**config.mk**
```make
export PLATFORM = sky130hd
export DESIGN_NAME = seg_query_unit
export DESIGN_NICKNAME = d
export VERILOG_FILES = /design/src/rtl/seg_query_pkg.sv /design/src/rtl/seg_table_regs.sv /design/src/rtl/seg_rights_eval.sv /design/src/rtl/seg_query_unit.sv
export SDC_FILE = /design/constraint.sdc
export NUM_CORES = 1
export LEC_CHECK = 0
export BUFFER_PORTS_ARGS = -buffer_cell sky130_fd_sc_hd__buf_4
export CORE_MARGIN = 1.5
export CORE_UTILIZATION = 52
export CTS_CLUSTER_DIAMETER = 30
export DETAILED_ROUTE_END_ITERATION = 16
export GPL_ROUTABILITY_DRIVEN = 0
export PLACE_DENSITY_LB_ADDON = 0.3
export SYNTH_ARGS = -nofsm -noshare
export SYNTH_HDL_FRONTEND = slang
export SYNTH_HIERARCHICAL = 1
export SYNTH_SLANG_ARGS = --single-unit
```
**constraint.sdc**
```tcl
create_clock -name clk_i -period 2.7 [get_ports clk_i]
set_input_delay 0.135 -clock clk_i [delete_from_list [all_inputs] [get_ports clk_i]]
set_output_delay 0.135 -clock clk_i [all_outputs]
set_load 0.005 [all_outputs]
```
**src/rtl/seg_query_pkg.sv**
```systemverilog
package seg_query_pkg;
  typedef enum logic [1:0] {
    OP_LAR  = 2'd0,
    OP_LSL  = 2'd1,
    OP_VERR = 2'd2,
    OP_VERW = 2'd3
  } qop_e;

  typedef enum logic [1:0] {
    ST_IDLE = 2'd0,
    ST_LO   = 2'd1,
    ST_HI   = 2'd2,
    ST_DONE = 2'd3
  } qstate_e;

  localparam int unsigned F_RW    = 9;
  localparam int unsigned F_CONF  = 10;
  localparam int unsigned F_CODE  = 11;
  localparam int unsigned F_S     = 12;
  localparam int unsigned F_DPL   = 13;
  localparam int unsigned F_GRAN  = 23;
  localparam logic [31:0] RIGHTS_MASK = 32'h00F0FF00;
  localparam logic [15:0] LSL_SYS_OK  = 16'h0A0E;
  localparam logic [15:0] LAR_SYS_OK  = 16'h1A3E;
endpackage

```
**src/rtl/seg_table_regs.sv**
```systemverilog
module seg_table_regs #(
  parameter int unsigned AW = 32,
  parameter int unsigned LW = 16,
  parameter int unsigned NT = 2
) (
  input  logic          clk_i,
  input  logic          rst_ni,
  input  logic          we_i,
  input  logic          wsel_i,
  input  logic [AW-1:0] base_i,
  input  logic [LW-1:0] limit_i,
  input  logic [15:0]   sel_i,
  output logic [AW-1:0] addr_o,
  output logic          in_range_o
);
  localparam int unsigned SW = $clog2(NT);

  logic [AW-1:0] base_q [NT];
  logic [LW-1:0] lim_q  [NT];

  for (genvar t = 0; t < NT; t++) begin : g_tbl
    always_ff @(posedge clk_i or negedge rst_ni) begin
      if (!rst_ni) begin
        base_q[t] <= '0;
        lim_q[t]  <= '0;
      end else if (we_i && (SW'(wsel_i) == SW'(t))) begin
        base_q[t] <= base_i;
        lim_q[t]  <= limit_i;
      end
    end
  end

  logic [SW-1:0] tsel;
  logic [15:0]   offset;
  logic [LW:0]   last_byte;

  assign tsel       = SW'(sel_i[2]);
  assign offset     = {sel_i[15:3], 3'b000};
  assign last_byte  = (LW+1)'(offset) + (LW+1)'(7);
  assign in_range_o = last_byte <= {1'b0, lim_q[tsel]};
  assign addr_o     = base_q[tsel] + AW'(offset);
endmodule

```
**src/rtl/seg_rights_eval.sv**
```systemverilog
module seg_rights_eval
  import seg_query_pkg::*;
(
  input  qop_e        op_i,
  input  logic [1:0]  rpl_i,
  input  logic [1:0]  cpl_i,
  input  logic [31:0] lo_i,
  input  logic [31:0] hi_i,
  output logic        pass_o,
  output logic [31:0] data_o
);
  logic [1:0]  dpl;
  logic [3:0]  dtype;
  logic        is_seg, is_code, is_conf, rw, priv_ok;
  logic [19:0] lim20;
  logic [31:0] lim_full;

  assign dpl     = hi_i[F_DPL +: 2];
  assign dtype   = hi_i[F_RW-1 +: 4];
  assign is_seg  = hi_i[F_S];
  assign is_code = hi_i[F_CODE];
  assign is_conf = hi_i[F_CONF];
  assign rw      = hi_i[F_RW];
  assign priv_ok = (dpl >= cpl_i) && (dpl >= rpl_i);
  assign lim20   = {hi_i[19:16], lo_i[15:0]};
  assign lim_full = hi_i[F_GRAN] ? {lim20, 12'hFFF} : {12'h000, lim20};

  always_comb begin
    pass_o = 1'b0;
    data_o = '0;
    unique case (op_i)
      OP_LAR: begin
        if (is_seg) pass_o = (is_code && is_conf) || priv_ok;
        else        pass_o = LAR_SYS_OK[dtype] && priv_ok;
        data_o = hi_i & RIGHTS_MASK;
      end
      OP_LSL: begin
        if (is_seg) pass_o = (is_code && is_conf) || priv_ok;
        else        pass_o = LSL_SYS_OK[dtype] && priv_ok;
        data_o = lim_full;
      end
      OP_VERR: begin
        if (!is_seg)     pass_o = 1'b0;
        else if (is_code) pass_o = rw && (is_conf || priv_ok);
        else              pass_o = priv_ok;
      end
      OP_VERW: pass_o = is_seg && !is_code && priv_ok && rw;
      default: pass_o = 1'b0;
    endcase
    if (!pass_o) data_o = '0;
  end
endmodule

```
**src/rtl/seg_query_unit.sv**
```systemverilog
module seg_query_unit
  import seg_query_pkg::*;
#(
  parameter int unsigned AW = 32,
  parameter int unsigned LW = 16
) (
  input  logic          clk_i,
  input  logic          rst_ni,
  input  logic          tbl_we_i,
  input  logic          tbl_ldt_i,
  input  logic [AW-1:0] tbl_base_i,
  input  logic [LW-1:0] tbl_limit_i,
  input  logic          req_valid_i,
  output logic          req_ready_o,
  input  logic [1:0]    req_op_i,
  input  logic [15:0]   req_sel_i,
  input  logic [1:0]    req_cpl_i,
  output logic          mem_rd_o,
  output logic [AW-1:0] mem_addr_o,
  input  logic          mem_rvalid_i,
  input  logic [31:0]   mem_rdata_i,
  output logic          rsp_valid_o,
  output logic          rsp_zf_o,
  output logic [31:0]   rsp_data_o
);
  qstate_e       state_q;
  qop_e          op_q;
  logic [15:0]   sel_q;
  logic [1:0]    cpl_q;
  logic [AW-1:0] addr_q;
  logic [31:0]   lo_q, hi_q;
  logic          early_fail_q;

  logic [AW-1:0] tbl_addr;
  logic          tbl_in_range;
  logic          accept, null_fail, ev_pass;
  logic [31:0]   ev_data;

  seg_table_regs #(.AW(AW), .LW(LW), .NT(2)) u_tbl (
    .clk_i      (clk_i),
    .rst_ni     (rst_ni),
    .we_i       (tbl_we_i),
    .wsel_i     (tbl_ldt_i),
    .base_i     (tbl_base_i),
    .limit_i    (tbl_limit_i),
    .sel_i      (req_sel_i),
    .addr_o     (tbl_addr),
    .in_range_o (tbl_in_range)
  );

  seg_rights_eval u_eval (
    .op_i   (op_q),
    .rpl_i  (sel_q[1:0]),
    .cpl_i  (cpl_q),
    .lo_i   (lo_q),
    .hi_i   (hi_q),
    .pass_o (ev_pass),
    .data_o (ev_data)
  );

  assign req_ready_o = (state_q == ST_IDLE);
  assign accept      = req_valid_i && req_ready_o;
  assign null_fail   = (req_sel_i[15:2] == '0) && (qop_e'(req_op_i) != OP_LSL);

  always_ff @(posedge clk_i or negedge rst_ni) begin
    if (!rst_ni) begin
      state_q      <= ST_IDLE;
      op_q         <= OP_LAR;
      sel_q        <= '0;
      cpl_q        <= '0;
      addr_q       <= '0;
      lo_q         <= '0;
      hi_q         <= '0;
      early_fail_q <= 1'b0;
    end else begin
      unique case (state_q)
        ST_IDLE: if (accept) begin
          op_q         <= qop_e'(req_op_i);
          sel_q        <= req_sel_i;
          cpl_q        <= req_cpl_i;
          addr_q       <= tbl_addr;
          early_fail_q <= null_fail || !tbl_in_range;
          state_q      <= (null_fail || !tbl_in_range) ? ST_DONE : ST_LO;
        end
        ST_LO: if (mem_rvalid_i) begin
          lo_q    <= mem_rdata_i;
          state_q <= ST_HI;
        end
        ST_HI: if (mem_rvalid_i) begin
          hi_q    <= mem_rdata_i;
          state_q <= ST_DONE;
        end
        ST_DONE: state_q <= ST_IDLE;
        default: state_q <= ST_IDLE;
      endcase
    end
  end

  assign mem_rd_o    = (state_q == ST_LO) || (state_q == ST_HI);
  assign mem_addr_o  = (state_q == ST_HI) ? addr_q + AW'(4) : addr_q;
  assign rsp_valid_o = (state_q == ST_DONE);
  assign rsp_zf_o    = rsp_valid_o && !early_fail_q && ev_pass;
  assign rsp_data_o  = rsp_zf_o ? ev_data : '0;

  assert_accept_busy_R1: assert property (@(posedge clk_i) disable iff (!rst_ni)
    req_valid_i && req_ready_o |=> !req_ready_o);
  assert_rsp_pulse_R1: assert property (@(posedge clk_i) disable iff (!rst_ni)
    rsp_valid_o |=> !rsp_valid_o);
  assert_null_noread_R2: assert property (@(posedge clk_i) disable iff (!rst_ni)
    mem_rd_o |-> (sel_q[15:2] != '0) || (op_q == OP_LSL));
  assert_rd_not_rsp_R3: assert property (@(posedge clk_i) disable iff (!rst_ni)
    mem_rd_o |-> !rsp_valid_o);
  assert_rights_mask_R8: assert property (@(posedge clk_i) disable iff (!rst_ni)
    rsp_valid_o && rsp_zf_o && op_q == OP_LAR |-> (rsp_data_o & ~RIGHTS_MASK) == '0);
  assert_verw_data_R11: assert property (@(posedge clk_i) disable iff (!rst_ni)
    rsp_valid_o && rsp_zf_o && op_q == OP_VERW |-> hi_q[F_S] && !hi_q[F_CODE]);
  assert_fail_zero_R12: assert property (@(posedge clk_i) disable iff (!rst_ni)
    rsp_valid_o && !rsp_zf_o |-> rsp_data_o == '0);
endmodule

```
==> Word-level counts from Yosys, hierarchy flattened <==
Memories as Yosys holds them, arrays and structs flattened.
Index checks and enable logic that the tools add are counted.
{ "totals": {"mem_bits_ro": 32, "memories": 2, "in_bits": 106, "ff_bits": 177} }
{ "memory_table": {"columns": ["memory", "depth", "word_bits", "read_ports", "rd_clocked_by_memory_dff", "wr", "line_no", "source"], "rows": [
  ["(name not given)", 16, 1, 1, 0, 0, "seg_rights_eval.sv:39", "else pass_o = LSL_SYS_OK[dtype] && priv_ok;"],
  ["(name not given)", 16, 1, 1, 0, 0, "seg_rights_eval.sv:34", "else pass_o = LAR_SYS_OK[dtype] && priv_ok;"]
]} }
{ "classes": {"n_eq_ne": 10, "addsub": 3, "order_cmp": 5, "n_reduce_logical": 28, "mux": 23, "bitwise": 2} }
{ "ops": {"columns": ["operator", "n"], "rows": [
  ["2-to-1 mux 32 bit", 7],
  ["one-hot mux 32 bit (2 select lines)", 1],
  ["2-to-1 mux 16 bit", 3],
  ["adder 32 x 16 -> 32 bit", 1],
  ["adder 32 x 3 -> 32 bit (second input constant)", 1],
  ["adder 16 x 3 -> 17 bit (second input constant)", 1],
  ["less-or-equal comparator 17 x 16 -> 1 bit", 1],
  ["logical AND 1 bit", 14],
  ["logical NOT 14 bit", 1],
  ["== test 2 bit (second input constant)", 4],
  ["2-to-1 mux 2 bit", 4],
  ["one-hot mux 2 bit (4 select lines)", 1],
  ["2-to-1 mux 1 bit", 6],
  ["AND reduction 2 bit", 3],
  ["< comparator 4 x 5 -> 1 bit (second input constant)", 1],
  ["== test 2 x 1 -> 1 bit (second input constant)", 2],
  [">= comparator 2 bit", 2],
  ["logical NOT 2 bit", 2],
  ["logical OR 1 bit", 4],
  ["inequality test 2 x 1 -> 1 bit (second input constant)", 2],
  ["inequality test 2 bit (second input constant)", 2],
  ["one-hot mux 1 bit (4 select lines)", 1],
  ["logical NOT 1 bit", 3],
  ["AND reduction 3 bit", 1],
  ["other kinds (3)", 3]
]} }

==> Logic depth before layout (Yosys ltp) <==
{ "logic_depth": {"word_depth": 10, "mapped_depth": 15, "depth_no_buf": 11} }

==> By module <==
Netlist, hierarchy kept.
{ "by_module_without_submodules": {"columns": ["module", "area_per_inst_um2", "instances", "seq_area_each_um2", "cells_each"], "rows": [
  ["seg_table_regs", 5353.9, 1, 2402.3, 437],
  ["seg_query_unit", 4815.9, 1, 2627.5, 367],
  ["seg_rights_eval", 749.5, 1, 0.0, 112]
]} }

==> Least setup slack after synthesis <==
Ideal clock, no wire load.
{ "synth_path": {"kind": "input to register", "startpoint": "input port req_sel_i[2]", "endpoint": "register addr_q[31]", "setup_slack_ns": -1.204, "setup_ns": 0.125, "stages": 15, "arrival_ns": 3.779, "cell_sequence": "buf_2 buf_2 clkbuf_1 clkbuf_1 mux2_2 ha_1 fa_1 a21o_1 a221oi_2 a2111oi_2 or2_2 nand4_4 a2111oi_4 xnor2_1 mux2_2"} }
{ "synth_between": {"elab_chain_len": 5} }
{ "synth_lines": {"columns": ["element", "line_no", "source"], "rows": [
  ["start: declaration", "seg_query_unit.sv:16", "input logic [15:0] req_sel_i,"],
  ["inverter 1 -> 2 bit (implied by the code)", "seg_table_regs.sv:41", "assign addr_o = base_q[tsel] + AW'(offset);"],
  ["2-to-1 mux 32 bit (implied by the code) (3 in a row)", "seg_table_regs.sv:41", null],
  ["adder 32 x 16 -> 32 bit", "seg_table_regs.sv:41", null],
  ["named net tbl_addr[31]", "seg_query_unit.sv:34", "logic [AW-1:0] tbl_addr;"],
  ["end signal: assignment", "seg_query_unit.sv:81", "addr_q <= tbl_addr;"],
  ["end: declaration", "seg_query_unit.sv:30", "logic [AW-1:0] addr_q;"]
]} }
The timed path passes the listed nets, and every way through them passes these cells. The select of a mux whose other input is x is not followed.
A chain may end at the register's enable or synchronous reset.

==> Worst setup path after layout <==
{ "layout_path": {"startpoint": "register u_tbl/base_q[35] (netlist bit)", "endpoint": "register addr_q[31]"} }
{ "layout_between": {"elab_chain_len": 4} }
{ "layout_lines": {"columns": ["element", "line_no", "source"], "rows": [
  ["start: declaration", "seg_table_regs.sv:18", "logic [AW-1:0] base_q [NT];"],
  ["start signal: indexed assignment", "seg_table_regs.sv:27", "base_q[t] <= base_i;"],
  ["2-to-1 mux 32 bit (implied by the code) (3 in a row)", "seg_table_regs.sv:41", null],
  ["adder 32 x 16 -> 32 bit", "seg_table_regs.sv:41", null],
  ["named net tbl_addr[31]", "seg_query_unit.sv:34", null]
]} }
The timed path passes the listed nets, and every way through them passes these cells. The select of a mux whose other input is x is not followed.

==> run_results.csv <==
group,metric,value,unit
grt,track_usage,24.90,%
drt,wirelength,23560,µm
drt,vias_per_cell,5.501,
sta,slew_headroom,46.44,%
sta,period_needed,2.761,ns
power,power_frac_seq,36.4,%
sta,fmax,0.3622,GHz
layout,area_growth,33.57,%
layout,mostFrequentLayoutCells,"buf_4 (209), mux2_2 (180), dfrtp_1 (169)",
layout,final_common_cell,"buf_4",
sta,final.period_utilization,102.2,%
yosys,syn_inst,851,
drt,drtAntennaViolNets,0,
clocking,clk_pin_slew_worst_paths,0.07,ns
floorplan,rows,49,
sta,tightest_slew,0.8015,ns
layout,n_antenna_cell,0,
drt,routedWlPerCell,17.32,µm
setup_path,crit_type,"reg -> reg",
sta,hold_viol,0,
clocking,cts_made_buffers,17,
clocking,cts_tree,"yes",
drt,met2_wirelength,11760,µm
floorplan,initial_core_util,53.57,%
place,port_buffers,165,
yosys,syn_area_per_cell,11.46,µm²
drt,dr_total_vias,7481,
floorplan,fp.coreArea,18210,µm²
setup_path,cp.required,3.01,ns
drt,firstDrtPassIters,5,
setup_path,crit_fanout,3,
setup_path,start_kind,"flip-flop",
setup_path,critical-path-top-delay-family,"compound AO/OA/AOI/OAI gates",
layout,fin_util,71.55,%
grt,grt_overflow,0,
power,p_int,7104,µW
layout,drive_above_1_share,42.18,%
clocking,cts_sinks,169,
drt,met3_length,952,µm
sta,rsz0062_at_grt,"yes",
run_status,violations,"negative setup slack",
yosys,syn_area,9754,µm²
power,ir_drop,490.2,µV
floorplan,fp.dieW,140.0,µm
sta,setup_viol,6,
setup_path,end_kind,"flip-flop",
sta,finalMaxSlewViolations,0,
clocking,clock_path_buffers,2,
setup_path,startpoint,"u_tbl/base_q[35]",
flow_run,cap_viol_max_count,0,
grt,grt_pass1_wl,38830,µm
sta,skew,0.01282,ns
power,power.density,854.6,nW/µm²
power,clkPwrFrac,21.4,%
sta,setup_slack,-0.06056,ns
setup_path,cp.arrival,3.07,ns
run_status,status,"finished with violations",
grt,grt_pass1_vias,7742,
setup_path,cpMaxStageDelayCell,"dfrtp_1",
clocking,cts_root_buffer,"clkbuf_16",
sta,fin_setup_tns,-0.1888,ns
drt,top_layer,"met4",
drt,drt_iter0_markers,303,
setup_path,cpMostUsedCell,"a2111oi_4",
grt,grt_max_degree,76,
drt,drc,0,
place,hpwl,16620,µm
setup_path,crit_buf_inv,0,
setup_path,worstReg2RegStart,"u_tbl/base_q[35]",
power,switching_share,36.19,%
setup_path,cp_slowest_stage_delay,0.38,ns
layout,fin_nets,1261,
yosys,synth.net_count,994,
power,p_comb_share,42.1,%
power,p_leak,0.005733,µW
setup_path,path_cells,"mux2_4 -> ha_4 -> fa_2 -> a21o_1 -> a221oi_4 -> a2111oi_4 -> or2_4 -> nand4_4 -> a2111oi_4 -> xnor2_1 -> mux2_2",
floorplan,die_h,140.0,µm
worst_hold_path,min_from,"req_op_i[1]",
yosys,yosys_warnings,6,
worst_hold_path,hold_class,"in -> reg",
clocking,clk-insertion-delay-late,0.43,ns
floorplan,die-area,19590,µm²
drt,wl_met1,10430,µm
grt,antenna_found_initial,0,
floorplan,io_pins,174,
power,total_power,11130,µW
power,switching_power,4030,µW
clocking,htreeDepth,4,
==> metal layers <==
layer,up-vias,GRT usage (%)
met3,32,4.889
met2,191,43.13
met5,-,0
li1,3598,-
met4,0,7.590
met1,3660,31.65
==> worst register-to-register path, delay by kind of cell, from the launching register on <==
family	cells	cell delay [ns]
fa+ha+maj	2	0.49
flops	1	0.38
simple gates	2	0.38
compound gates	4	0.71
xor+xnor	1	0.14
mux	2	0.54
==> path summary, 6_finish.rpt <==
path,endpoint,slack (ns),cells after the start
max reg2reg,addr_q[31],-0.06,11
min,op_q[1],0.09,3
max in group asynchronous,u_tbl/base_q[52],1.49,3
max,addr_q[31],-0.06,11
min in group asynchronous,lo_q[10],0.29,2
min reg2reg,early_fail_q,0.50,2
==> state kept, by name (all words and copies together) (netlist names) <==
signal / cells
u_tbl/lim_q: 32
op_q: 2
hi_q: 16
cpl_q: 2
lo_q: 16
state_q: 2
early_fail_q: 1
u_tbl/base_q: 64
addr_q: 32
sel_q: 2
==> area by class of cell <==
type,instances,area [µm²]
multi-input cells,628,5464
well taps,229,286.5
repair buffers,292,2432
clock buffers,20,466.7
flip-flops and latches,169,4229
fillers,1322,5180
clock inverters,12,112.6
inverters,10,37.54
==> stage by stage <==
step / instances / hold slack, ns / instance area (µm²) / worst slack [ns]
global route: 1360 / 0.09779 / 13030 / -0.1352
CTS: 1357 / 0.02817 / 12960 / -0.05418
finish: 1360 / 0.08886 / 13030 / -0.06056
detailed placement: 1245 / 0.2065 / 11560 / -0.1673
floorplan: 851 / -0.1606 / 9920 / -0.3824
global placement: 1245 / 0.2008 / 11560 / -0.1505
==> power by group through the flow <==
stage / sequential, µW / combinational (µW) / clock (µW)
3_3_place_gp: 4040 / 4430 / 0
3_5_place_dp: 4080 / 4530 / 0
6_report: 4060 / 4690 / 2390
5_1_grt: 4170 / 5110 / 2550
2_1_floorplan: 3820 / 3170 / 0
4_1_cts: 4040 / 4670 / 2420
==> what timing repair did <==
action | in CTS | in global routing
resized for setup | 2 | 12
hold endpoints to repair | 205 | 0
endpoints found under the setup margin | 19 | 44
hold buffers | 78 | 0
buffers inserted | 2 | 3
pin swaps | 6 | 3
No activity file was read; power rests on OpenSTA's default activity.
